<file path="src/rtl/qpmu_pkg.sv">
package qpmu_pkg;
  localparam int DATA_W = 32;
  localparam int STS_W  = 4;

  localparam logic [7:0] OFF_IMSG0 = 8'h10;
  localparam logic [7:0] OFF_IMSG1 = 8'h14;
  localparam logic [7:0] OFF_OMSG0 = 8'h18;
  localparam logic [7:0] OFF_OMSG1 = 8'h1C;
  localparam logic [7:0] OFF_DBELL = 8'h20;
  localparam logic [7:0] OFF_ISTS  = 8'h24;
  localparam logic [7:0] OFF_IMASK = 8'h28;
  localparam logic [7:0] OFF_OSTS  = 8'h30;
  localparam logic [7:0] OFF_OMASK = 8'h34;
  localparam logic [7:0] OFF_IQP   = 8'h40;
  localparam logic [7:0] OFF_OQP   = 8'h44;

  localparam logic [DATA_W-1:0] EMPTY_WORD = '1;

  // inbound status bits
  localparam int IB_MSG0 = 0;
  localparam int IB_MSG1 = 1;
  localparam int IB_DB   = 2;
  localparam int IB_OVF  = 3;
  // outbound status bits
  localparam int OB_PEND = 0;
  localparam int OB_MSG0 = 1;
  localparam int OB_MSG1 = 2;
  localparam int OB_OVF  = 3;
endpackage

</file>
<file path="src/rtl/qpmu_fifo.sv">
module qpmu_fifo #(
  parameter int W         = 32,
  parameter int DEPTH     = 16,
  parameter bit INIT_FULL = 1'b0,
  parameter int INIT_BASE = 0,
  parameter int INIT_STEP = 0
) (
  input  logic         clk,
  input  logic         rst_n,
  input  logic         push_i,
  input  logic [W-1:0] din_i,
  input  logic         pop_i,
  output logic [W-1:0] dout_o,
  output logic         full_o,
  output logic         empty_o
);
  localparam int PW = (DEPTH > 1) ? $clog2(DEPTH) : 1;
  localparam int CW = $clog2(DEPTH + 1);
  localparam logic [PW-1:0] LAST = PW'(DEPTH - 1);
  localparam logic [CW-1:0] FULL_CNT = CW'(DEPTH);

  logic [W-1:0]  mem [DEPTH];
  logic [PW-1:0] rptr, wptr;
  logic [CW-1:0] count;
  logic          do_push, do_pop;

  assign full_o  = (count == FULL_CNT);
  assign empty_o = (count == '0);
  assign dout_o  = mem[rptr];
  assign do_push = push_i && !full_o;
  assign do_pop  = pop_i && !empty_o;

  always_ff @(posedge clk) begin
    if (!rst_n) begin
      rptr  <= '0;
      wptr  <= '0;
      count <= INIT_FULL ? FULL_CNT : '0;
      for (int i = 0; i < DEPTH; i++)
        mem[i] <= W'(INIT_BASE) + W'(i) * W'(INIT_STEP);
    end else begin
      if (do_push) begin
        mem[wptr] <= din_i;
        wptr      <= (wptr == LAST) ? '0 : wptr + 1'b1;
      end
      if (do_pop)
        rptr <= (rptr == LAST) ? '0 : rptr + 1'b1;
      if (do_push && !do_pop)
        count <= count + 1'b1;
      else if (do_pop && !do_push)
        count <= count - 1'b1;
    end
  end

  // a push into a full queue leaves the write side untouched
  a_r3_no_overflow: assert property (@(posedge clk) disable iff (!rst_n)
    (full_o && push_i && !pop_i) |=> (full_o && $stable(wptr)));

  // a pop of an empty queue leaves the read side untouched
  a_r2_empty_pop: assert property (@(posedge clk) disable iff (!rst_n)
    (empty_o && pop_i && !push_i) |=> (empty_o && $stable(rptr)));
endmodule

</file>
<file path="src/rtl/qpmu_status.sv">
module qpmu_status #(
  parameter int N = 4
) (
  input  logic         clk,
  input  logic         rst_n,
  input  logic [N-1:0] set_i,
  input  logic [N-1:0] clr_i,
  input  logic [N-1:0] lvl_i,
  input  logic         mask_wr_i,
  input  logic [N-1:0] mask_wdata_i,
  output logic [N-1:0] status_o,
  output logic [N-1:0] mask_o,
  output logic         irq_o
);
  logic [N-1:0] sticky_q;

  always_ff @(posedge clk) begin
    if (!rst_n) begin
      sticky_q <= '0;
      mask_o   <= '0;
    end else begin
      sticky_q <= (sticky_q & ~clr_i) | set_i;
      if (mask_wr_i)
        mask_o <= mask_wdata_i;
    end
  end

  assign status_o = sticky_q | lvl_i;
  assign irq_o    = |(status_o & ~mask_o);

  // a write-one-clear with no new set empties those bits
  a_r9_w1c: assert property (@(posedge clk) disable iff (!rst_n)
    1'b1 |=> (($past(clr_i & ~set_i) & sticky_q) == '0));

  // a fully masked register never raises its interrupt
  a_r10_mask_quiet: assert property (@(posedge clk) disable iff (!rst_n)
    (mask_o == {N{1'b1}}) |-> !irq_o);
endmodule

</file>
<file path="src/rtl/qpmu_top.sv">
module qpmu_top
  import qpmu_pkg::*;
#(
  parameter int ADDR_W    = 8,
  parameter int DEPTH     = 16,
  parameter int SLOT_BASE = 32'h0000_1000,
  parameter int SLOT_STEP = 32'h0000_0100
) (
  input  logic              clk,
  input  logic              rst_n,
  input  logic              host_wr,
  input  logic              host_rd,
  input  logic [ADDR_W-1:0] host_addr,
  input  logic [31:0]       host_wdata,
  output logic [31:0]       host_rdata,
  output logic              host_rvalid,
  output logic              host_irq,
  output logic              lreq_valid,
  input  logic              lreq_ready,
  output logic [31:0]       lreq_data,
  output logic              lreq_host,
  output logic [31:0]       lreq_addr,
  input  logic              lcpl_valid,
  output logic              lcpl_ready,
  input  logic [31:0]       lcpl_data,
  output logic [31:0]       loc_imsg0,
  output logic [31:0]       loc_imsg1,
  input  logic              loc_omsg_wr,
  input  logic              loc_omsg_sel,
  input  logic [31:0]       loc_omsg_data,
  output logic [31:0]       loc_doorbell,
  input  logic [31:0]       loc_db_clr,
  output logic              local_irq
);
  localparam int SHIFT = 5;
  localparam int PAD_W = DATA_W - STS_W;

  // address decode
  function automatic logic hit(input logic [ADDR_W-1:0] a, input logic [7:0] off);
    return a == ADDR_W'(off);
  endfunction

  logic wr_imsg0, wr_imsg1, wr_db, wr_ists, wr_imask, wr_osts, wr_omask, wr_iqp, wr_oqp;
  logic rd_iqp, rd_oqp;

  assign wr_imsg0 = host_wr && hit(host_addr, OFF_IMSG0);
  assign wr_imsg1 = host_wr && hit(host_addr, OFF_IMSG1);
  assign wr_db    = host_wr && hit(host_addr, OFF_DBELL);
  assign wr_ists  = host_wr && hit(host_addr, OFF_ISTS);
  assign wr_imask = host_wr && hit(host_addr, OFF_IMASK);
  assign wr_osts  = host_wr && hit(host_addr, OFF_OSTS);
  assign wr_omask = host_wr && hit(host_addr, OFF_OMASK);
  assign wr_iqp   = host_wr && hit(host_addr, OFF_IQP);
  assign wr_oqp   = host_wr && hit(host_addr, OFF_OQP);
  assign rd_iqp   = host_rd && hit(host_addr, OFF_IQP);
  assign rd_oqp   = host_rd && hit(host_addr, OFF_OQP);

  // free pool: preloaded with slot offsets
  logic [31:0] fp_dout;
  logic        fp_full, fp_empty;

  qpmu_fifo #(.W(DATA_W), .DEPTH(DEPTH), .INIT_FULL(1'b1),
              .INIT_BASE(SLOT_BASE), .INIT_STEP(SLOT_STEP)) u_free_pool (
    .clk, .rst_n,
    .push_i (wr_oqp), .din_i (host_wdata),
    .pop_i  (rd_iqp), .dout_o(fp_dout),
    .full_o (fp_full), .empty_o(fp_empty)
  );

  // posted requests toward the core
  logic iq_full, iq_empty, iq_pop;

  assign iq_pop = lreq_valid && lreq_ready;

  qpmu_fifo #(.W(DATA_W), .DEPTH(DEPTH)) u_req_q (
    .clk, .rst_n,
    .push_i (wr_iqp), .din_i (host_wdata),
    .pop_i  (iq_pop), .dout_o(lreq_data),
    .full_o (iq_full), .empty_o(iq_empty)
  );

  assign lreq_valid = !iq_empty;
  assign lreq_host  = lreq_data[31];
  assign lreq_addr  = lreq_host ? {lreq_data[DATA_W-SHIFT-1:0], {SHIFT{1'b0}}} : lreq_data;

  // completions toward the host
  logic [31:0] oq_dout;
  logic        oq_full, oq_empty;

  assign lcpl_ready = !oq_full;

  qpmu_fifo #(.W(DATA_W), .DEPTH(DEPTH)) u_cpl_q (
    .clk, .rst_n,
    .push_i (lcpl_valid && lcpl_ready), .din_i(lcpl_data),
    .pop_i  (rd_oqp), .dout_o(oq_dout),
    .full_o (oq_full), .empty_o(oq_empty)
  );

  // messages and doorbell
  logic [31:0] omsg0_q, omsg1_q;
  logic        lw_omsg0, lw_omsg1;

  assign lw_omsg0 = loc_omsg_wr && !loc_omsg_sel;
  assign lw_omsg1 = loc_omsg_wr &&  loc_omsg_sel;

  always_ff @(posedge clk) begin
    if (!rst_n) begin
      loc_imsg0    <= '0;
      loc_imsg1    <= '0;
      omsg0_q      <= '0;
      omsg1_q      <= '0;
      loc_doorbell <= '0;
    end else begin
      if (wr_imsg0) loc_imsg0 <= host_wdata;
      if (wr_imsg1) loc_imsg1 <= host_wdata;
      if (lw_omsg0) omsg0_q   <= loc_omsg_data;
      if (lw_omsg1) omsg1_q   <= loc_omsg_data;
      loc_doorbell <= (loc_doorbell | (wr_db ? host_wdata : '0)) & ~loc_db_clr;
    end
  end

  // status / mask pairs
  logic [STS_W-1:0] ib_set, ob_set, ob_lvl;
  logic [STS_W-1:0] ib_sts, ib_mask, ob_sts, ob_mask;

  always_comb begin
    ib_set          = '0;
    ib_set[IB_MSG0] = wr_imsg0;
    ib_set[IB_MSG1] = wr_imsg1;
    ib_set[IB_DB]   = wr_db && (host_wdata != '0);
    ib_set[IB_OVF]  = wr_iqp && iq_full;
    ob_set          = '0;
    ob_set[OB_MSG0] = lw_omsg0;
    ob_set[OB_MSG1] = lw_omsg1;
    ob_set[OB_OVF]  = wr_oqp && fp_full;
    ob_lvl          = '0;
    ob_lvl[OB_PEND] = !oq_empty;
  end

  qpmu_status #(.N(STS_W)) u_ib_status (
    .clk, .rst_n,
    .set_i (ib_set), .clr_i(wr_ists ? host_wdata[STS_W-1:0] : '0), .lvl_i('0),
    .mask_wr_i(wr_imask), .mask_wdata_i(host_wdata[STS_W-1:0]),
    .status_o(ib_sts), .mask_o(ib_mask), .irq_o(local_irq)
  );

  qpmu_status #(.N(STS_W)) u_ob_status (
    .clk, .rst_n,
    .set_i (ob_set), .clr_i(wr_osts ? host_wdata[STS_W-1:0] : '0), .lvl_i(ob_lvl),
    .mask_wr_i(wr_omask), .mask_wdata_i(host_wdata[STS_W-1:0]),
    .status_o(ob_sts), .mask_o(ob_mask), .irq_o(host_irq)
  );

  // read path, one register stage
  logic [31:0] rd_word;

  always_comb begin
    rd_word = '0;
    if      (hit(host_addr, OFF_IMSG0)) rd_word = loc_imsg0;
    else if (hit(host_addr, OFF_IMSG1)) rd_word = loc_imsg1;
    else if (hit(host_addr, OFF_OMSG0)) rd_word = omsg0_q;
    else if (hit(host_addr, OFF_OMSG1)) rd_word = omsg1_q;
    else if (hit(host_addr, OFF_DBELL)) rd_word = loc_doorbell;
    else if (hit(host_addr, OFF_ISTS))  rd_word = {{PAD_W{1'b0}}, ib_sts};
    else if (hit(host_addr, OFF_IMASK)) rd_word = {{PAD_W{1'b0}}, ib_mask};
    else if (hit(host_addr, OFF_OSTS))  rd_word = {{PAD_W{1'b0}}, ob_sts};
    else if (hit(host_addr, OFF_OMASK)) rd_word = {{PAD_W{1'b0}}, ob_mask};
    else if (hit(host_addr, OFF_IQP))   rd_word = fp_empty ? EMPTY_WORD : fp_dout;
    else if (hit(host_addr, OFF_OQP))   rd_word = oq_empty ? EMPTY_WORD : oq_dout;
  end

  always_ff @(posedge clk) begin
    if (!rst_n) begin
      host_rdata  <= '0;
      host_rvalid <= 1'b0;
    end else begin
      host_rvalid <= host_rd;
      if (host_rd)
        host_rdata <= rd_word;
    end
  end

  // an empty free pool answers with the all-ones word
  a_r2_empty_read: assert property (@(posedge clk) disable iff (!rst_n)
    (rd_iqp && fp_empty) |=> (host_rvalid && host_rdata == EMPTY_WORD));

  // the request head holds while the core stalls
  a_r11_req_hold: assert property (@(posedge clk) disable iff (!rst_n)
    (lreq_valid && !lreq_ready) |=> (lreq_valid && $stable(lreq_data)));

  // no completion is offered as accepted while the queue is full
  a_r5_cpl_full: assert property (@(posedge clk) disable iff (!rst_n)
    (oq_full && !rd_oqp) |=> !lcpl_ready);
endmodule

</file>
<file path="config.mk">
export PLATFORM = sky130hd
export DESIGN_NAME = qpmu_top
export DESIGN_NICKNAME = d
export VERILOG_FILES = /design/src/rtl/qpmu_pkg.sv /design/src/rtl/qpmu_fifo.sv /design/src/rtl/qpmu_status.sv /design/src/rtl/qpmu_top.sv
export SDC_FILE = /design/constraint.sdc
export NUM_CORES = 2
export LEC_CHECK = 0
export BUFFER_PORTS_ARGS = -buffer_cell sky130_fd_sc_hd__buf_2
export CAP_MARGIN = 20
export CORE_MARGIN = 3
export CORE_UTILIZATION = 36
export DETAILED_ROUTE_END_ITERATION = 7
export SKIP_LAST_GASP = 1
export SLEW_MARGIN = 20
export SYNTH_ARGS = -nofsm -noshare
export SYNTH_HDL_FRONTEND = slang
export SYNTH_SLANG_ARGS = --single-unit
export TNS_END_PERCENT = 1
</file>
<file path="constraint.sdc">
create_clock -name clk -period 6.5 [get_ports clk]
set_input_delay 0.975 -clock clk [delete_from_list [all_inputs] [get_ports clk]]
set_output_delay 0.975 -clock clk [all_outputs]
set_load 0.02 [all_outputs]
</file>
==> results list <==
* Timing-limited maximum frequency: 0.1969 GHz
* Setup slack, reg-to-reg: between 2 and 3 ns
* Required time reported for the critical path endpoint: 5.52 ns
- The synthesized design devotes to its leading area cell type 56.46% of total area.
* Core area: ~230,000 um2
* Number of buffers between clock root and the deepest sink: 3
* Commonest cells after routing, fill and taps aside: edfxtp_1 (1,536), and2_1 (1,509), mux4_2 (445)
- Antenna violations before repair: 33
- Cts bufs inserted: 187
- Among all flip-flop cells after synthesis, the most frequent one is edfxtp_1.
- Count of maximum capacitance violations: 0
- For the worst flop-to-flop path, the logic depth is 8.
- Dominant combinational cell family by area after synthesis: simple AND/OR/NAND/NOR gates
- 342 I/O pins were placed.
- TritonCTS built the clock tree.
- Buffers placed on the I/O ports in this run total between 300 and 400.
- The detailed router placed around 49,000 vias in this run.
- In the routed design, unresolved DRC markers number 0.
- The count of nets left with antenna violations once routing finished came out at 0.
* Overall die width: 482.4 um
- The HPWL after detailed placement is 160.7 mm.
* Kind of cell adding the most delay to the critical path: multiplexers
- After technology mapping, the gate count stands at 5,744.
- Yosys printed 0 warnings.
- Total Routing Usage GR: between 20% and 30%
* Mean post-synth cell area: 14.22 um2
* Total negative slack: 0 ns
- The via count of the first global-routing pass was slightly below 50,000.
- The first global-routing pass estimated 365.3 mm of wire.
- The clock arrives with between 0.03 and 0.04 ns of skew.
- Of all cell types, the one taking the most synthesized area is edfxtp_1.
* Peak ir drop on the vdd network: 0.2673 mV
- Detailed Route WL: 254.8 mm
* Power per cell area: 287.9 nW/um2
- Buffers inserted to repair hold after CTS numbered 0.
- The routed design could run at a clock period as short as 5.080 ns.
- Final global-route overflow total: 0
- Floorplan row count: 174
* Seq cells post-synth: approximately 1,800
* Leakage: between 30 and 40 nW
- Setup violations remaining at the end of the flow were counted as 0.
- Critical path endpoint category: output pin
* Category of the most critical setup path: flip-flop to output pin
- The synthesized design contains 1,536 enable-type register cells.
- Setup repair after global routing left no endpoint under its margin.
* Pin count of the biggest net entering global routing: 129
- Sequence of cells on the critical path: buf_4, mux4_2, mux4_2, mux2_2, buf_2
- Crit path depth: 5
- For the pin with the worst max-slew slack, the measured transition is 1.122 ns.
* CP Launch Type: flip-flop
- Of the available clock period, the critical path in the final layout requires 78.15%.
* Resized cells post-CTS: 0
- The detailed router finished its first iteration with 5,765 violations.
- In the final routed layout, each cell accounts on average for 28.05 um.
- Total of fill cells in the finished design: ~20,000
* Area added between synthesis and finish: 14.52%
- Number of vias per cell: ~5.4
- Mux contribution to synthesized area: 13.94%
- Area of the die: 232,700 um2
- Effective utilization at floorplan: approximately 36%
* Critical path destination: lreq_addr[30]
- Most used cell along the critical path: mux4_2
- CTS built an H-tree with a depth of 4.
- At the worst endpoint, the arrival time is 4.10 ns.
- Cells with a size suffix above 1 make up 23.21% of the layout.
- The min-delay analysis places its worst path in the category input port to flip-flop.
* Final #Nets: 6,093
- The largest single stage delay on the critical path is 0.82 ns.
- The count of endpoints failing hold in the final timing report is 0.
- Post-synthesis simple-gate area fraction: between 10% and 20%
* Area share of xor/xnor cells in the synthesized design: less than 1%
- Cell with the largest stage delay on the worst path: dfxtp_4
* Clk root buf: clkbuf_16
* Number of sinks driven by the clock tree: 1,796
- The number of max-slew violations in the final report came to 0.
* Final estimated routing congestion in global placement: ~0.86
* Number of setup buffers added after CTS: 0
- The worst register-to-register path ends at u_cpl_q.mem[1][29].
* Most common cell after layout, fill and taps aside: edfxtp_1
- In the synthesized netlist the async set-or-reset flop fraction comes to 0%.
- Synthesis instantiated 70 different standard cells from the library.
- Nets in the synthesized netlist: about 6,000
- After clock tree synthesis, the clock-pin slew on the worst setup and hold paths is 0.06 ns.
- Worst-path maximum fanout: 34
- The share of the Yosys chip area taken by registers is 62.83%.
- In this run the cell area of the synthesized design comes to 81,690 um2.
- Detailed-router iteration count before antenna repair: 6
- Area share of fa/ha/maj cells after synthesis: 0.4871%
- Launch instance of the worst register-to-register path: u_cpl_q.count[0]
* Final core utilization: 41.52%
* Dominant cells by area after synthesis: edfxtp_1 (56%), mux4_2 (12%), and2_1 (12%)
* Max transition margin: between 20 and 30%
* Die Ht: 482.4 um
- The number of buffers and inverters on the critical path is 2.
- Post-synthesis compound-gate area fraction: between 3 and 4%
- The run finished with clean final reports.
* Skew-Pair Late Insertion Delay: around 0.85 ns
-- stage by stage --
step / instances / instance area, um2 / setup WS, ns / power [mW] / hold WS (ns)
2_1_floorplan: 5744 / 81690 / 0.9396 / 15.12 / 0.4215
3_3_place_gp: 8708 / 87020 / 1.593 / 16.43 / 0.4358
3_5_place_dp: 8718 / 87320 / 1.570 / 16.48 / 0.4414
6_report: 9083 / 93550 / 1.420 / 26.93 / 0.2988
5_1_grt: 9071 / 93520 / 1.206 / 27.73 / 0.2828
4_1_cts: 9067 / 93420 / 1.297 / 27.11 / 0.2373
-- cell families after synthesis --
kind of cell | count (synthesis)
simple gates | 2313
buf+inv | 559
mux | 574
flops | 1796
compound gates | 450
xor+xnor | 22
fa+ha+maj | 30
-- worst min path at each step --
stage                                  from                       to  slack, ns  depth (start not counted)
floorplan           u_ob_status.sticky_q[0]  u_ob_status.sticky_q[0]       0.42                          2
global placement    u_ob_status.sticky_q[0]  u_ob_status.sticky_q[0]       0.44                          2
detailed placement  u_ob_status.sticky_q[0]  u_ob_status.sticky_q[0]       0.44                          2
CTS                          loc_db_clr[21]         loc_doorbell[21]       0.24                          2
global route                  loc_db_clr[8]          loc_doorbell[8]       0.28                          2
finish                       loc_db_clr[11]         loc_doorbell[11]       0.30                          2
-- cells in the mapped netlist (all sizes together) (71+ instances only) --
master and number:
clkbuf 432, nand2 404, a21boi 145, buf 100, o21ai 77, mux4 445, mux2i 71, and2 1513
nor2 177, edfxtp 1536, dfxtp 260, a21oi 84
-- report_power, final --
| group | switching (mW) | leakage [nW] | internal [mW] |
|---|---|---|---|
| Combinational | 1.92 | 12.1 | 1.13 |
| Clock | 4.68 | 2.94 | 6.04 |
| Sequential | 0.238 | 17.5 | 12.9 |
| Total | 6.84 | 32.6 | 20.1 |
-- area by class of cell --
cell class                      instances  area, um2  area share, %
Clock buffer                          261       5181          5.538
Sequential cell                      1796      51360          54.90
Timing Repair Buffer                  518       3382          3.615
Antenna cell                           12      30.03        0.03210
Tap cell                             2992       3744          4.002
Multi-Input combinational cell       3389      28830          30.82
Clock inverter                         88      922.1         0.9857
Inverter                               27      101.3         0.1083
-- state kept, by name, summed over array words and instances (netlist names), named ones only --
signal / flops
host_rdata: 32
u_free_pool.rptr: 4
u_cpl_q.rptr: 4
u_free_pool.count: 5
u_ob_status.mask_o: 4
host_rvalid: 1
u_cpl_q.wptr: 4
u_ob_status.sticky_q: 4
u_free_pool.wptr: 4
u_cpl_q.count: 5
loc_doorbell: 32
u_ib_status.sticky_q: 4
loc_imsg1: 32
u_ib_status.mask_o: 4
u_req_q.count: 5
omsg0_q: 32
u_req_q.wptr: 4
loc_imsg0: 32
u_free_pool.mem: 512
u_req_q.mem: 512
u_cpl_q.mem: 512
u_req_q.rptr: 4
omsg1_q: 32
-- routing by layer --
metal / vias to the layer above / track usage, % / share of wire, % / routed length (um)
met5: - / 0 / 0.044 / 111
li1: 21230 / - / - / -
met1: 25610 / 28.38 / 40 / 101800
met4: 16 / 6.382 / 3.0 / 7559
met3: 387 / 3.914 / 7.4 / 18880
met2: 2018 / 36.73 / 50 / 126400
No activity file was read; power rests on OpenSTA's default activity.
